`src/rtl/cff_pkg.sv`:
```
// Package: shared latency constants for the fall-through FIFO stage.
// Assumes: the values below are fixed by the chaining contract and must
// not be changed independently of the flag timing the users rely on.
package cff_pkg;
    // Edges between write acceptance and the word becoming loadable.
    localparam int SHOW_LAT = 2;
    // Edges between a read and the freed slot reaching the fill count.
    localparam int FREE_LAT = 2;
endpackage

```
`src/rtl/cff_dly.sv`:
```
// Module: cff_dly - fixed pulse delay line of STAGES flops.
// Assumes: synchronous active-low reset clears every flop; STAGES >= 0.
module cff_dly #(
    parameter int STAGES = 2
) (
    input  logic clk,
    input  logic rst_n,
    input  logic pulse_in,
    output logic pulse_out
);
    generate
        if (STAGES == 0) begin : g_wire
            assign pulse_out = pulse_in;
        end else begin : g_chain
            logic [STAGES-1:0] taps;
            // Shift the pulse one flop per clock.
            always_ff @(posedge clk) begin
                if (!rst_n) taps <= '0;
                else        taps <= {taps[STAGES-2 >= 0 ? STAGES-2 : 0:0], pulse_in};
            end
            assign pulse_out = taps[STAGES-1];
        end
    endgenerate
endmodule

```
`src/rtl/cff_ram.sv`:
```
// Module: cff_ram - word storage with a synchronous write port and an
// asynchronous read port.
// Assumes: addresses are always below DEPTH; no reset on contents.
module cff_ram #(
    parameter int WIDTH = 18,
    parameter int DEPTH = 16,
    localparam int AW = (DEPTH > 1) ? $clog2(DEPTH) : 1
) (
    input  logic             clk,
    input  logic             we,
    input  logic [AW-1:0]    waddr,
    input  logic [WIDTH-1:0] wdata,
    input  logic [AW-1:0]    raddr,
    output logic [WIDTH-1:0] rdata
);
    logic [WIDTH-1:0] cells [DEPTH];

    // Store one word per accepted write.
    always_ff @(posedge clk) begin
        if (we) cells[waddr] <= wdata;
    end

    assign rdata = cells[raddr];
endmodule

```
`src/rtl/cff_stage.sv`:
```
// Module: cff_stage - single-clock FIFO stage with fall-through output
// and active-low ready flags, wired in series without glue logic.
// Assumes: one clock for write and read; the clock runs freely so that
// chained stages keep moving words; DEPTH >= 2.
module cff_stage #(
    parameter int WIDTH = 18,
    parameter int DEPTH = 16
) (
    input  logic             clk,
    input  logic             mrst_n,
    input  logic [WIDTH-1:0] din,
    input  logic             wen_n,
    output logic             ir_n,
    input  logic             ren_n,
    output logic [WIDTH-1:0] dout,
    output logic             or_n
);
    import cff_pkg::*;

    localparam int AW = $clog2(DEPTH);
    localparam int CW = $clog2(DEPTH + 1);
    localparam logic [CW-1:0] FULL_CNT = CW'(DEPTH);
    localparam logic [AW-1:0] LAST_ADR = AW'(DEPTH - 1);

    logic             wr_fire, rd_fire, load;
    logic             wr_late, rd_late;
    logic [AW-1:0]    wptr, rptr;
    logic [CW-1:0]    fill, fill_next;
    logic [CW-1:0]    vis, vis_next;
    logic [WIDTH-1:0] head_word;

    assign wr_fire = !wen_n && !ir_n;
    assign rd_fire = !ren_n && !or_n;
    assign load    = (vis != '0) && (or_n || rd_fire);

    cff_ram #(.WIDTH(WIDTH), .DEPTH(DEPTH)) u_ram (
        .clk(clk), .we(wr_fire), .waddr(wptr), .wdata(din),
        .raddr(rptr), .rdata(head_word)
    );

    cff_dly #(.STAGES(SHOW_LAT)) u_show (
        .clk(clk), .rst_n(mrst_n), .pulse_in(wr_fire), .pulse_out(wr_late)
    );

    cff_dly #(.STAGES(FREE_LAT)) u_free (
        .clk(clk), .rst_n(mrst_n), .pulse_in(rd_fire), .pulse_out(rd_late)
    );

    // Occupancy seen by the writer: grows on write, shrinks when a freed slot matures.
    always_comb begin
        fill_next = fill;
        if (wr_fire && !rd_late)      fill_next = fill + 1'b1;
        else if (!wr_fire && rd_late) fill_next = fill - 1'b1;
    end

    // Words in storage that may be moved to the output register.
    always_comb begin
        vis_next = vis;
        if (wr_late && !load)      vis_next = vis + 1'b1;
        else if (!wr_late && load) vis_next = vis - 1'b1;
    end

    // Write pointer and input-ready flag.
    always_ff @(posedge clk) begin
        if (!mrst_n) begin
            wptr <= '0;
            fill <= '0;
            ir_n <= 1'b0;
        end else begin
            if (wr_fire) wptr <= (wptr == LAST_ADR) ? '0 : wptr + 1'b1;
            fill <= fill_next;
            ir_n <= (fill_next == FULL_CNT);
        end
    end

    // Read pointer, fall-through output register and output-ready flag.
    always_ff @(posedge clk) begin
        if (!mrst_n) begin
            rptr <= '0;
            vis  <= '0;
            or_n <= 1'b1;
            dout <= '0;
        end else begin
            vis <= vis_next;
            if (load) begin
                dout <= head_word;
                or_n <= 1'b0;
                rptr <= (rptr == LAST_ADR) ? '0 : rptr + 1'b1;
            end else if (rd_fire) begin
                or_n <= 1'b1;
            end
        end
    end

    // reset leaves the stage empty with the flags in their idle levels.
    p_reset_flags_r1: assert property (@(posedge clk)
        !mrst_n |=> (or_n && !ir_n));

    // a write into an empty stage cannot show on the next edge.
    p_no_early_show_r2: assert property (@(posedge clk) disable iff (!mrst_n)
        (wr_fire && fill == '0) |=> or_n);

    // occupancy never exceeds the capacity.
    p_fill_range_r4: assert property (@(posedge clk) disable iff (!mrst_n)
        fill <= FULL_CNT);

    // a read with no valid word, and nothing maturing, leaves the output empty.
    p_idle_read_r5: assert property (@(posedge clk) disable iff (!mrst_n)
        (or_n && !ren_n && vis == '0 && !wr_late) |=> or_n);

    // an unread valid word is held unchanged.
    p_hold_word_r7: assert property (@(posedge clk) disable iff (!mrst_n)
        (!or_n && ren_n) |=> (!or_n && $stable(dout)));

    // an accepted write always finds room.
    p_no_overflow_r9: assert property (@(posedge clk) disable iff (!mrst_n)
        wr_fire |-> (fill < FULL_CNT));
endmodule

```
`config.mk`:
```
export PLATFORM = sky130hd
export DESIGN_NAME = cff_stage
export DESIGN_NICKNAME = d
export VERILOG_FILES = /design/src/rtl/cff_pkg.sv /design/src/rtl/cff_dly.sv /design/src/rtl/cff_ram.sv /design/src/rtl/cff_stage.sv
export SDC_FILE = /design/constraint.sdc
export NUM_CORES = 1
export LEC_CHECK = 0
export BUFFER_PORTS_ARGS = -buffer_cell sky130_fd_sc_hd__clkbuf_2
export CELL_PAD_IN_SITES_DETAIL_PLACEMENT = 2
export CELL_PAD_IN_SITES_GLOBAL_PLACEMENT = 2
export CORE_ASPECT_RATIO = 0.8
export CORE_MARGIN = 5
export CORE_UTILIZATION = 44
export DETAILED_ROUTE_END_ITERATION = 12
export PLACE_DENSITY_LB_ADDON = 0.15
export SLEW_MARGIN = 20
export SYNTH_ARGS = -nofsm -noshare
export SYNTH_HDL_FRONTEND = slang
export SYNTH_SLANG_ARGS = --single-unit
```
`constraint.sdc`:
```
create_clock -name clk -period 4.6 [get_ports clk]
set_input_delay 0.92 -clock clk [delete_from_list [all_inputs] [get_ports clk]]
set_output_delay 0.92 -clock clk [all_outputs]
set_load 0.02 [all_outputs]
```
==> results.cfg <==
[cts]
numCtsBuffers = 35
postCtsSetupBuffers = 0
hold_buffers = 0
root_buffer = clkbuf_16
worstSkewPairLatency_ns = 0.54
cts.reportedPaths.clkPinSlew_ns = 0.07
htreeDepth = 2
clock_sinks = 330
clockBufferDepth = 3
cts-resized-gates = 0
tritoncts = done

[yosys]
synth.cell_area_mm2 = 0.0129
seq_area_frac_synth_pct = 73.3
synth.area.top_cells = edfxtp_1 67%, mux2i_1 7.1%, dfxtp_1 6.5%
synthFlopType = edfxtp_1
yosysUniqueCellTypes = 42
synth_top_cell_by_area = edfxtp_1
synthArstFlopShare_pct = 0
syn_nets = 777
synth-edff-count = 288
synth_area_per_cell_um2 = 17.4
ys_ff_latch = 330
ys_warn_count = 0
synthCells = 743
synth_top_area_share_pct = 66.8

[worst_hold_path]
hp-class = flop to flop

[power]
ir_drop_uv = 297
p_per_area_mw_per_mm2 = 559
power_leakage_nw = 4.80

[setup_path]
critPathKind = flop to flop
crit_required_ns = 5.06
start_kind = flop
cp_max_fo = 41
cp-end-kind = flop
cp.arrival_ns = 3.58

[floorplan]
die-area_mm2 = 0.0330
die_w_um = 202
num_io_pins = 42
start_util_pct = 44.4
rows = 56
die_h_um = 163
coreArea_mm2 = 0.0291

[routing]
ant_nets = 0
wl_um = 34400
drtIter0Drc = 507
vias_per_cell = 5.78
post_drt_wl_per_cell_um = 28.5
first_pass_iters = 5
drc_errors = 0
vias = 6959

[placement]
hpwl_um = 20800
place_congestion = 0.770
io_buffers = 41

[cells_and_area]
fill_cells = 2596
nets = 834
syn_to_final_growth_pct = 14.1
drive_gt1_share_pct = 21.4
diodes = 0

[global_routing]
grt_pass1_vias = 7824
grt_usage_pct = 21.1
grt.overflow.total = 0
antenna_found_initial = 2
grt_max_degree = 42
grt_pass1_wl_um = 51400

[sta]
slew_headroom_pct = 29.9
rsz0062_at_grt = no
fmax_mhz = 321
hold_violations = 0
drv_slew = 0
finalSetupViolCount = 0
period_minus_slack_ns = 3.12
clock_skew_ns = 0.0238
fin_crit_sh_pct = 67.8
max_slew.worst_pin.slew_ns = 1.05
whs_ns = 0.435
tns_ns = 0

[run]
max-cap-violations = 0

[status]
status = completed
==> worst max-delay path: stages (launching register included) <==
cell      delay, ns
dfxtp_1        0.36
nor3_1         0.45
a21oi_4        0.10
buf_4          0.26
inv_1          0.16
ha_1           0.20
inv_1          0.11
fa_1           0.42
a21o_1         0.18
a21oi_1        0.17
xnor2_1        0.11
or3_1          0.33
a21boi_1       0.18
==> final timing paths <==
kind / start / end / slack, ns / cells past startpoint
worst max-delay path: vis[1] / vis[4] / 1.48 / 12
worst max register to register: vis[1] / vis[4] / 1.48 / 12
worst min register to register: u_show.g_chain.taps[0] / u_show.g_chain.taps[1] / 0.43 / 1
worst min-delay path: u_show.g_chain.taps[0] / u_show.g_chain.taps[1] / 0.43 / 1
==> Yosys cell counts, types with 3 or more instances <==
| cell type | n |
|---|---|
| ha_1 | 11 |
| nand2b_1 | 3 |
| mux4_2 | 36 |
| nor3_1 | 12 |
| mux2i_1 | 92 |
| and2_1 | 13 |
| nand2_1 | 19 |
| nand3b_1 | 3 |
| nor2b_1 | 4 |
| nor2_1 | 34 |
| or3b_1 | 3 |
| buf_2 | 18 |
| dfxtp_1 | 42 |
| o22ai_1 | 37 |
| nor3_2 | 11 |
| buf_6 | 6 |
| o21ai_0 | 23 |
| clkbuf_1 | 15 |
| xnor2_1 | 8 |
| buf_4 | 4 |
| a21boi_1 | 3 |
| inv_1 | 6 |
| edfxtp_1 | 288 |
| xor2_1 | 3 |
| a21oi_1 | 27 |
==> power by group <==
part           internal [mW]  switching, mW  leakage, nW  total, mW
clock                   1.67           1.18        0.557       2.85
sequential              3.41          0.259         2.95       3.67
combinational          0.749          0.993         1.29       1.74
total                   5.82           2.43         4.80       8.25
==> registers in the layout, indices dropped and copies added (netlist names) <==
| signal | flops |
|---|---|
| u_ram.cells | 288 |
| dout | 18 |
| fill | 5 |
| vis | 5 |
| rptr | 4 |
| wptr | 4 |
| u_free.g_chain.taps | 2 |
| u_show.g_chain.taps | 2 |
| ir_n | 1 |
| or_n | 1 |
==> metrics by stage <==
step           util, %  instance area, µm²  power [mW]  worst slack [ns]  instances
2_1_floorplan        -               12900        4.88              1.44        743
3_3_place_gp      46.7               13600        5.35              1.27       1140
5_1_grt           50.7               14800        8.60              1.32       1204
4_1_cts           50.7               14800        8.33              1.51       1204
6_report          50.7               14800        8.25              1.48       1204
3_5_place_dp      46.7               13600        5.45              1.05       1140
==> cell type report <==
type,count,area [µm²],share of cell area (%)
well taps,377,472,3.19
clock buffers,42,923,6.25
multi-input cells,364,3250,22.0
flip-flops and latches,330,9500,64.3
repair buffers,63,383,2.59
clock inverters,22,221,1.50
inverters,6,22.5,0.152
==> metal layers <==
| layer | part of all wire, % | global-route usage (%) | vias up | routed length (µm) |
|---|---|---|---|---|
| li1 | - | - | 3021 | - |
| met4 | 1.8 | 5.00 | 4 | 611 |
| met2 | 49 | 35.6 | 156 | 16900 |
| met3 | 4.4 | 4.35 | 52 | 1530 |
| met1 | 45 | 28.5 | 3726 | 15300 |
| met5 | 0.070 | 0 | - | 24 |
==> layout by cell type, fill, tap and decap left out, types with 23 or more instances in the layout <==
cell / netlist / layout
edfxtp_1: 288 / 288
mux2i_1: 92 / 92
clkbuf_2: 0 / 41
dfxtp_1: 42 / 39
o22ai_1: 37 / 37
mux4_2: 36 / 36
clkbuf_16: 0 / 36
nor2_1: 34 / 28
a21oi_1: 27 / 26
o21ai_0: 23 / 23
==> kinds of logic (layout without fill, tap and decap cells) <==
family	Yosys count	count (layout)	share of synthesized area, %
flops	330	330	73.3
mux	128	128	13.4
simple gates	110	110	4.67
compound gates	103	103	4.66
buf+inv	49	133	2.06
fa+ha+maj	12	12	1.22
xor+xnor	11	11	0.744
Note: power is estimated with default switching activity, not from simulation.
